**src/rtl/desr_pkg.sv**
```systemverilog
package desr_pkg;

  typedef enum logic {
    LANE_SDR = 1'b0,
    LANE_DDR = 1'b1
  } lane_mode_e;

  // Legality of a requested width for a lane mode.
  function automatic logic width_ok(input lane_mode_e mode, input int unsigned req,
                                    input int unsigned lo_s, input int unsigned hi_s,
                                    input int unsigned lo_d, input int unsigned hi_d);
    if (mode == LANE_SDR) return (req >= lo_s) && (req <= hi_s);
    return (req >= lo_d) && (req <= hi_d) && (((req - lo_d) & 1) == 0);
  endfunction

  // Width actually used: clamp into range, then drop to an even step in DDR.
  function automatic int unsigned width_fit(input lane_mode_e mode, input int unsigned req,
                                            input int unsigned lo_s, input int unsigned hi_s,
                                            input int unsigned lo_d, input int unsigned hi_d);
    int unsigned r;
    if (mode == LANE_SDR) begin
      if (req < lo_s) r = lo_s;
      else if (req > hi_s) r = hi_s;
      else r = req;
    end else begin
      if (req < lo_d) r = lo_d;
      else if (req > hi_d) r = hi_d;
      else r = req - ((req - lo_d) & 1);
    end
    return r;
  endfunction

endpackage

```
**src/rtl/desr_capture.sv**
```systemverilog
module desr_capture (
  input  logic       clk,
  input  logic       rst,
  input  logic       sdin,
  output logic [1:0] pair,
  output logic       primed
);
  logic rise_q;
  logic fall_q;

  always_ff @(posedge clk) begin
    if (rst) begin
      rise_q <= 1'b0;
      primed <= 1'b0;
    end else begin
      rise_q <= sdin;
      primed <= 1'b1;
    end
  end

  always_ff @(negedge clk) begin
    if (rst) fall_q <= 1'b0;
    else     fall_q <= sdin;
  end

  // Earlier (rising) bit in the low position.
  assign pair = {fall_q, rise_q};
endmodule

```
**src/rtl/desr_stage.sv**
```systemverilog
module desr_stage #(
  parameter int STAGE_W = 6
) (
  input  logic               clk,
  input  logic               rst,
  input  logic               en,
  input  logic               ddr,
  input  logic [1:0]         din,
  output logic [STAGE_W-1:0] q
);
  always_ff @(posedge clk) begin
    if (rst) begin
      q <= '0;
    end else if (en) begin
      if (ddr) q <= {din, q[STAGE_W-1:2]};
      else     q <= {din[0], q[STAGE_W-1:1]};
    end
  end
endmodule

```
**src/rtl/desr_widthsel.sv**
```systemverilog
module desr_widthsel
  import desr_pkg::*;
#(
  parameter int WW     = 4,
  parameter int SDR_LO = 2,
  parameter int SDR_HI = 8,
  parameter int DDR_LO = 4,
  parameter int DDR_HI = 10
) (
  input  logic          ddr,
  input  logic [WW-1:0] req,
  output logic [WW-1:0] eff,
  output logic          err
);
  lane_mode_e mode;
  assign mode = lane_mode_e'(ddr);

  always_comb begin
    eff = WW'(width_fit(mode, int'(req), SDR_LO, SDR_HI, DDR_LO, DDR_HI));
    err = !width_ok(mode, int'(req), SDR_LO, SDR_HI, DDR_LO, DDR_HI);
  end
endmodule

```
**src/rtl/desr_framer.sv**
```systemverilog
module desr_framer #(
  parameter int MAXW = 10,
  parameter int HIST = 12,
  parameter int WW   = 4
) (
  input  logic            clk,
  input  logic            rst,
  input  logic            primed,
  input  logic            ddr,
  input  logic            slip,
  input  logic [1:0]      pair,
  input  logic [HIST-1:0] hist,
  input  logic [WW-1:0]   width,
  output logic [MAXW-1:0] word_out,
  output logic            word_valid,
  output logic            emit,
  output logic [1:0]      sup_cnt
);
  localparam int CW = WW + 1;
  localparam int EW = HIST + 2;

  logic [CW-1:0] cnt_q;
  logic [CW-1:0] cnt_sum;
  logic          off_q;
  logic          hold;
  logic          slip_seen;
  logic [EW-1:0] ext;

  // Word taken from the history plus the bits arriving this cycle.
  function automatic logic [MAXW-1:0] pick(input logic [EW-1:0] v, input logic d,
                                           input logic o, input int w);
    logic [EW-1:0] s;
    logic [EW-1:0] m;
    int top;
    top = (d ? EW - 1 : EW - 2) - int'(o);
    s   = v >> (top - w + 1);
    m   = (EW'(1) << w) - EW'(1);
    return MAXW'(s & m);
  endfunction

  assign ext       = {pair, hist};
  assign cnt_sum   = cnt_q + (ddr ? CW'(2) : CW'(1));
  assign slip_seen = primed && slip;
  // A slip delays counting unless a DDR half-step offset can absorb it.
  assign hold      = slip_seen && (!ddr || !off_q);
  assign emit      = primed && !hold && (cnt_sum >= CW'(width));

  always_ff @(posedge clk) begin
    if (rst) begin
      cnt_q      <= '0;
      off_q      <= 1'b0;
      sup_cnt    <= 2'd0;
      word_out   <= '0;
      word_valid <= 1'b0;
    end else begin
      word_valid <= emit && (sup_cnt == 2'd0) && !slip_seen;
      if (emit) word_out <= pick(ext, ddr, off_q, int'(width));

      if (!primed)   cnt_q <= '0;
      else if (emit) cnt_q <= '0;
      else if (!hold) cnt_q <= cnt_sum;

      if (slip_seen && ddr) off_q <= ~off_q;

      if (slip_seen)                      sup_cnt <= emit ? 2'd1 : 2'd2;
      else if (emit && sup_cnt != 2'd0)   sup_cnt <= sup_cnt - 2'd1;
    end
  end
endmodule

```
**src/rtl/serial_to_parallel.sv**
```systemverilog
module serial_to_parallel #(
  parameter int STAGE_W = 6,
  parameter int SDR_LO  = 2,
  parameter int SDR_HI  = 8,
  parameter int DDR_LO  = 4,
  parameter int DDR_HI  = 10,
  parameter int MAXW    = (SDR_HI > DDR_HI) ? SDR_HI : DDR_HI,
  parameter int WW      = $clog2(MAXW + 1)
) (
  input  logic            clk,
  input  logic            rst,
  input  logic            sdin,
  input  logic            ddr_mode,
  input  logic [WW-1:0]   width_req,
  input  logic            slip,
  output logic [MAXW-1:0] word_out,
  output logic            word_valid,
  output logic [WW-1:0]   width_eff,
  output logic            width_err
);
  localparam int WIN  = MAXW + 1;
  localparam int NSTG = (WIN + STAGE_W - 1) / STAGE_W;
  localparam int HIST = NSTG * STAGE_W;

  logic [1:0]         pair;
  logic               primed;
  logic [1:0]         lnk [NSTG];
  logic [STAGE_W-1:0] stq [NSTG];
  logic [HIST-1:0]    hist;
  logic               emit;
  logic [1:0]         sup_cnt;

  desr_capture u_cap (
    .clk    (clk),
    .rst    (rst),
    .sdin   (sdin),
    .pair   (pair),
    .primed (primed)
  );

  // Stage 0 is the master (newest bits); each later stage takes the
  // bits shifted out of the stage before it.
  for (genvar g = 0; g < NSTG; g++) begin : g_stage
    if (g == 0) begin : g_head
      assign lnk[g] = pair;
    end else begin : g_tail
      assign lnk[g] = ddr_mode ? stq[g-1][1:0] : {1'b0, stq[g-1][0]};
    end
    desr_stage #(.STAGE_W(STAGE_W)) u_stg (
      .clk (clk),
      .rst (rst),
      .en  (primed),
      .ddr (ddr_mode),
      .din (lnk[g]),
      .q   (stq[g])
    );
    assign hist[HIST-1-g*STAGE_W -: STAGE_W] = stq[g];
  end

  desr_widthsel #(
    .WW(WW), .SDR_LO(SDR_LO), .SDR_HI(SDR_HI), .DDR_LO(DDR_LO), .DDR_HI(DDR_HI)
  ) u_wsel (
    .ddr (ddr_mode),
    .req (width_req),
    .eff (width_eff),
    .err (width_err)
  );

  desr_framer #(.MAXW(MAXW), .HIST(HIST), .WW(WW)) u_frm (
    .clk        (clk),
    .rst        (rst),
    .primed     (primed),
    .ddr        (ddr_mode),
    .slip       (slip),
    .pair       (pair),
    .hist       (hist),
    .width      (width_eff),
    .word_out   (word_out),
    .word_valid (word_valid),
    .emit       (emit),
    .sup_cnt    (sup_cnt)
  );
endmodule

```
**config.mk**
```make
export PLATFORM = sky130hd
export DESIGN_NAME = serial_to_parallel
export DESIGN_NICKNAME = d
export VERILOG_FILES = /design/src/rtl/desr_pkg.sv /design/src/rtl/desr_capture.sv /design/src/rtl/desr_stage.sv /design/src/rtl/desr_widthsel.sv /design/src/rtl/desr_framer.sv /design/src/rtl/serial_to_parallel.sv
export SDC_FILE = /design/constraint.sdc
export NUM_CORES = 1
export LEC_CHECK = 0
export BUFFER_PORTS_ARGS = -buffer_cell sky130_fd_sc_hd__buf_2
export CORE_ASPECT_RATIO = 0.7
export CORE_MARGIN = 5
export CORE_UTILIZATION = 42
export CTS_BUF_LIST = sky130_fd_sc_hd__clkbuf_4
export CTS_CLUSTER_SIZE = 14
export DETAILED_ROUTE_END_ITERATION = 8
export GPL_TIMING_DRIVEN = 0
export PLACE_DENSITY = 0.59
export SKIP_CTS_REPAIR_TIMING = 1
export SYNTH_ARGS = -nofsm -noshare
export SYNTH_HDL_FRONTEND = slang
export SYNTH_SLANG_ARGS = --single-unit
```
**constraint.sdc**
```tcl
create_clock -name clk -period 4.7 [get_ports clk]
set_input_delay 1.41 -clock clk [delete_from_list [all_inputs] [get_ports clk]]
set_output_delay 1.41 -clock clk [all_outputs]
set_load 0.005 [all_outputs]
```
==> flow_summary.json, run 1 <==
{
  "routed_wl_mm": 5.89,
  "clockBufferDepth": 2,
  "syn2layout_area_growth_pct": 11.5,
  "cts_buffers": 5,
  "worst_pin_slew_ps": 563,
  "htree_levels": 2,
  "postSynthAreaPerCell_um2": 8.89,
  "portBuffers": 24,
  "hold_class": "reg2reg",
  "drtIter0Drc": 159,
  "rsz0062_at_grt": "false",
  "rr_startpoint": "u_cap.fall_q$_DFF_N_",
  "grt_pass1_wl_mm": 9.74,
  "period_share_pct": 95.6,
  "gp_congestion": 0.923,
  "drt-vias-per-instance": 5.35,
  "syn_inst": 272,
  "vias": 2034,
  "fin_worst_skew_ps": 47.0,
  "synth_flop_cell": "dfxtp_1",
  "die-area_um2": 7400,
  "routedWlPerCell_um": 15.5,
  "relSlewSlack_pct": 62.5,
  "hpwl_mm": 4.48,
  "required_ps": 4930,
  "fill_cells": 595,
  "die_h_um": 73.5,
  "synth-seq-cells": 34,
  "clock-sinks": 34,
  "critPathMaxFanout": 10,
  "dp_cells": 372,
  "setup_viol": 0,
  "ir_drop_v": 0.0000979,
  "final_core_util_pct": 47.8,
  "fmax_mhz": 223,
  "synth_edf_count": 0,
  "reg2reg_slack_ps": 840,
  "hold_viol": 0,
  "total_power_uw": 726,
  "grt_start_max_net_pins": 13,
  "yosysWarnings": 0,
  "stdcell_count": 380,
  "worst-setup-path-type": "in2reg",
  "path_clk_slew_ps": 120,
  "grt_pass1_vias": 1885,
  "start_kind": "input pin",
  "fp-row-count": 23,
  "fp.dieW_um": 101,
  "drv_cap": 0,
  "grt_overflow": 0,
  "drive_above_1_share_pct": 17.4,
  "min_from": "u_frm.word_out[8]$_SDFFE_PP0P_",
  "antenna_found_initial": 0,
  "ios": 25,
  "final_common_cell": "mux2i_1",
  "p_leak_uw": 0.00118,
  "r2r_cells": 5,
  "drc_errors": 0,
  "postSynth.asyncResetShare_pct": 0,
  "r2r-end": "u_frm.word_out[7]$_SDFFE_PP0P_",
  "crit_path_end_kind": "flip-flop",
  "start_util_pct": 42.9,
  "grt_util_all_layers_pct": 17.1,
  "cts_tree": "done",
  "crit_arrival_ps": 4720,
  "finalCriticalPeriod_ps": 4490,
  "outcome": "complete, no violations",
  "mostFrequentLayoutCells": "42 x mux2i_1, 34 x dfxtp_1, 28 x buf_2, 28 x nor2_1, 16 x a211oi_1",
  "antennaDiodeCount": 0,
  "synth_area_um2": 2420,
  "first_pass_iters": 4,
  "clockRootBuffer": "clkbuf_4",
  "final_nets": 328,
  "power_density_nw_per_um2": 269,
  "drv_slew": 0,
  "min_path_cells": 2,
  "clk_latency_ps": 390,
  "synth_seq_area_share_pct": 28.2,
  "antenna_left": 0,
  "synth_cell_type_count": 49,
  "holdPathEnd": "u_frm.word_out[8]$_SDFFE_PP0P_",
  "core-area_um2": 5640
}
[synthesized netlist by cell type, types with 2 or more instances]
master / n / share of area [%]
a211oi_1: 16 / 5.0
a21boi_0: 2 / 0.62
a21oi_1: 15 / 3.1
a221oi_1: 2 / 0.72
a32o_1: 3 / 1.2
buf_2: 4 / 0.83
buf_4: 5 / 1.6
buf_6: 3 / 1.4
clkbuf_1: 10 / 1.6
dfxtp_1: 34 / 28
fa_1: 2 / 1.7
ha_1: 13 / 6.7
inv_1: 15 / 2.3
mux2_1: 2 / 0.93
mux2i_1: 42 / 17
mux4_2: 2 / 1.9
nand2_1: 11 / 1.7
nand2b_1: 5 / 1.3
nand3_1: 6 / 1.2
nand4_1: 2 / 0.52
nor2_1: 28 / 4.3
nor2b_1: 3 / 0.78
nor3_1: 4 / 0.83
nor3b_1: 2 / 0.62
o21ai_0: 6 / 1.2
o22ai_1: 6 / 1.6
or3_1: 3 / 0.78
xnor2_1: 2 / 0.72
xor2_1: 4 / 1.4
[sequential cells by signal (all words and copies together) (netlist names)]
register / flops
g_stage.u_stg.q: 12
u_frm.word_out: 10
u_frm.cnt_q: 5
u_frm.sup_cnt: 2
u_cap.fall_q: 1
u_cap.primed: 1
u_cap.rise_q: 1
u_frm.off_q: 1
u_frm.word_valid: 1
[per-layer routing]
| metal | track usage, % | part of all wire, % |
|---|---|---|
| met3 | 3.51 | 6.4 |
| met4 | 4.48 | 1.1 |
| met1 | 26.7 | 53 |
| met2 | 23.1 | 39 |
| met5 | 0 | 0 |
[worst max-delay path, stage by stage]
cell and delay, ps:
buf_2 130, buf_6 150, inv_2 110, nor2_1 70, o32ai_2 510, inv_1 140
ha_1 320, a211oi_1 440, ha_2 380, nand2b_1 120, clkbuf_1 260, o22ai_1 160
mux2i_1 200, mux2i_1 110, mux2i_1 140, nor2_1 50
[per-stage QoR]
| stage | instance area, µm² | setup TNS (ps) | setup slack, ps | hold WS [ps] |
|---|---|---|---|---|
| after floorplan | 2420 | 0 | 486 | 448 |
| after global placement | 2640 | -218 | -77.0 | 436 |
| after detailed placement | 2640 | -546 | -129 | 450 |
| after CTS | 2690 | 0 | 238 | 468 |
| after global routing | 2700 | 0 | 28.9 | 503 |
| final | 2700 | 0 | 206 | 461 |
[kinds of logic (layout without fill, tap and decap cells)]
group,Yosys count,count (layout),share of synthesized area [%]
fa+ha+maj,15,15,8.39
simple gates,72,72,14.8
flops,34,34,28.2
other cells,1,2,0.155
buf+inv,38,70,7.82
compound gates,59,59,17.2
xor+xnor,7,7,3.31
mux,46,46,20.2
[worst max path at each step]
stage,from,to
after CTS,ddr_mode,u_frm.word_out[0]$_SDFFE_PP0P_
after global placement,ddr_mode,u_frm.word_out[0]$_SDFFE_PP0P_
after detailed placement,ddr_mode,u_frm.word_out[0]$_SDFFE_PP0P_
final,ddr_mode,u_frm.word_out[0]$_SDFFE_PP0P_
after global routing,ddr_mode,u_frm.word_out[0]$_SDFFE_PP0P_
after floorplan,rst,u_cap.fall_q$_DFF_N_
[area by class of cell]
| type | instances | area [µm²] | share of cell area, % |
|---|---|---|---|
| buffer | 22 | 129 | 4.78 |
| clock buffer | 5 | 37.5 | 1.39 |
| clock inverter | 4 | 25.0 | 0.928 |
| inverter | 15 | 56.3 | 2.09 |
| multi-input combinational | 201 | 1550 | 57.6 |
| sequential | 34 | 681 | 25.2 |
| tap | 75 | 93.8 | 3.48 |
| timing repair buffer | 24 | 120 | 4.45 |
[power by group]
group,internal [µW],switching (µW),total (µW)
registers,300,14.6,315
logic,105,132,237
clock network,58.7,115,174
total,464,262,726
Note: power is estimated with default switching activity, not from simulation.
==> inputs of run 2 (changes only) <==
--- a/config.mk
+++ b/config.mk
@@ -6,14 +6,15 @@
 export NUM_CORES = 1
 export LEC_CHECK = 0
 export BUFFER_PORTS_ARGS = -buffer_cell sky130_fd_sc_hd__buf_2
+export CELL_PAD_IN_SITES_DETAIL_PLACEMENT = 0
+export CELL_PAD_IN_SITES_GLOBAL_PLACEMENT = 2
 export CORE_ASPECT_RATIO = 0.7
 export CORE_MARGIN = 5
-export CORE_UTILIZATION = 42
+export CORE_UTILIZATION = 38
 export CTS_BUF_LIST = sky130_fd_sc_hd__clkbuf_4
 export CTS_CLUSTER_SIZE = 14
 export DETAILED_ROUTE_END_ITERATION = 8
-export GPL_TIMING_DRIVEN = 0
-export PLACE_DENSITY = 0.59
+export PLACE_DENSITY = 0.82
 export SKIP_CTS_REPAIR_TIMING = 1
 export SYNTH_ARGS = -nofsm -noshare
 export SYNTH_HDL_FRONTEND = slang
==> flow_summary.json, run 2 (synthesis results as in run 1) <==
{
  "start_util_pct": 38.9,
  "gp_congestion": 0.810,
  "path_clk_slew_ps": 130,
  "period_share_pct": 89.5,
  "fin_setup_tns_ps": 0,
  "cp_top_family": "simple AND/OR/NAND/NOR gates",
  "crit_slowest_cell": "o32ai_2",
  "routed_wl_mm": 5.65,
  "r2r_cells": 5,
  "p_leak_uw": 0.00117,
  "syn2layout_area_growth_pct": 10.1,
  "clock-sinks": 34,
  "power_density_nw_per_um2": 309,
  "final_common_cell": "mux2i_1",
  "antennaDiodeCount": 0,
  "cts_tree": "done",
  "clockRootBuffer": "clkbuf_4",
  "drv_cap": 0,
  "rsz0062_at_grt": "false",
  "grt_pass1_vias": 1788,
  "crit_start": "ddr_mode",
  "total_power_uw": 823,
  "clk_latency_ps": 390,
  "hold_class": "reg2reg",
  "r2r-end": "u_frm.word_out[7]$_SDFFE_PP0P_",
  "grt_overflow": 0,
  "portBuffers": 24,
  "min_from": "u_frm.word_out[6]$_SDFFE_PP0P_",
  "hpwl_mm": 4.22,
  "drtIter0Drc": 154,
  "die_h_um": 76.7,
  "final_nets": 312,
  "fp.dieW_um": 105,
  "die-area_um2": 8080,
  "finalCriticalPeriod_ps": 4210,
  "crit_arrival_ps": 4470,
  "first_pass_iters": 4,
  "worst_pin_slew_ps": 1080,
  "ios": 25,
  "ir_drop_v": 0.000107,
  "vias": 1968,
  "largest_reg_flops": 12,
  "mostFrequentLayoutCells": "42 x mux2i_1, 34 x dfxtp_1, 28 x nor2_1",
  "slowest_delay_ps": 490,
  "grt_pass1_wl_mm": 9.25,
  "reg2reg_slack_ps": 760,
  "fp-row-count": 24,
  "hold_viol": 0,
  "antenna_found_initial": 0,
  "crit_path_end_kind": "flip-flop",
  "regMostFlops": "g_stage.u_stg.q",
  "fin_worst_skew_ps": 47.6,
  "required_ps": 4960,
  "relSlewSlack_pct": 27.7,
  "path_depth": 14,
  "start_kind": "input pin",
  "fmax_mhz": 238,
  "worst-setup-path-type": "in2reg",
  "core-area_um2": 6220,
  "crit_buf_inv": 3,
  "drt-vias-per-instance": 5.36,
  "holdWs_ps": 462,
  "cts_buffers": 5,
  "antenna_left": 0,
  "top_regs": "g_stage.u_stg.q (12), u_frm.word_out (10), u_frm.cnt_q (5)",
  "drc_errors": 0,
  "drive_above_1_share_pct": 15.9,
  "final_core_util_pct": 42.8,
  "outcome": "complete, no violations",
  "rr_startpoint": "u_cap.fall_q$_DFF_N_",
  "clockBufferDepth": 2,
  "path_cells": "buf_2 > inv_2 > nor2_1 > o32ai_2 > inv_1 > ha_1 > a211oi_1 > ha_1 > nand2b_1 > nor3b_1 > mux2i_1 > nor3_1 > nor2_1 > a221oi_1",
  "critPathMaxFanout": 11,
  "cp-endpoint": "u_frm.word_out[1]$_SDFFE_PP0P_",
  "grt_start_max_net_pins": 32,
  "routedWlPerCell_um": 15.4,
  "htree_levels": 2,
  "grt_util_all_layers_pct": 14.2,
  "drv_slew": 0,
  "setup_viol": 0
}
==> run 2: worst min path at each step <==
| stage | to | slack, ps | cells after the start |
|---|---|---|---|
| 6_report | u_frm.word_out[6]$_SDFFE_PP0P_ | 460 | 2 |
| 5_1_grt | u_frm.word_out[6]$_SDFFE_PP0P_ | 500 | 2 |
| 4_1_cts | u_frm.word_out[9]$_SDFFE_PP0P_ | 470 | 2 |
| 3_5_place_dp | u_frm.word_out[6]$_SDFFE_PP0P_ | 450 | 2 |
| 3_3_place_gp | u_frm.word_out[6]$_SDFFE_PP0P_ | 440 | 2 |
| 2_1_floorplan | u_frm.word_out[6]$_SDFFE_PP0P_ | 450 | 2 |
==> run 2: metal layers <==
| metal | global-route usage [%] | routed length (µm) | up-vias |
|---|---|---|---|
| met1 | 23.2 | 3180 | 908 |
| met3 | 2.85 | 349 | 5 |
| met2 | 17.9 | 2060 | 42 |
| li1 | - | - | 1013 |
| met4 | 3.93 | 56 | 0 |
| met5 | 0 | 0 | - |
==> run 2: stage by stage <==
stage	worst slack, ps	instances	cell area [µm²]
3_5_place_dp	166	359	2550
2_1_floorplan	486	273	2420
4_1_cts	549	367	2660
3_3_place_gp	185	359	2550
6_report	494	367	2660
5_1_grt	187	367	2660
==> run 2: layout make-up <==
cell class / count / area, µm²
clock buffer: 5 / 37.5
clock inverter: 4 / 72.6
sequential: 34 / 681
inverter: 15 / 56.3
tap: 78 / 97.6
timing repair buffer: 30 / 165
fill: 636 / 3550
multi-input combinational: 201 / 1550
==> run 2: worst register-to-register path, cell delays in order, from the launching register on <==
cell     delay (ps)
dfxtp_1         390
mux2i_1          90
o21ai_0         260
mux2i_1         110
or4_1           470
a21oi_1         160
==> run 2: where the power goes <==
group / internal, µW / total [µW] / switching (µW)
sequential: 300 / 317 / 17.1
clock: 168 / 288 / 121
combinational: 96.5 / 218 / 121
total: 564 / 823 / 259
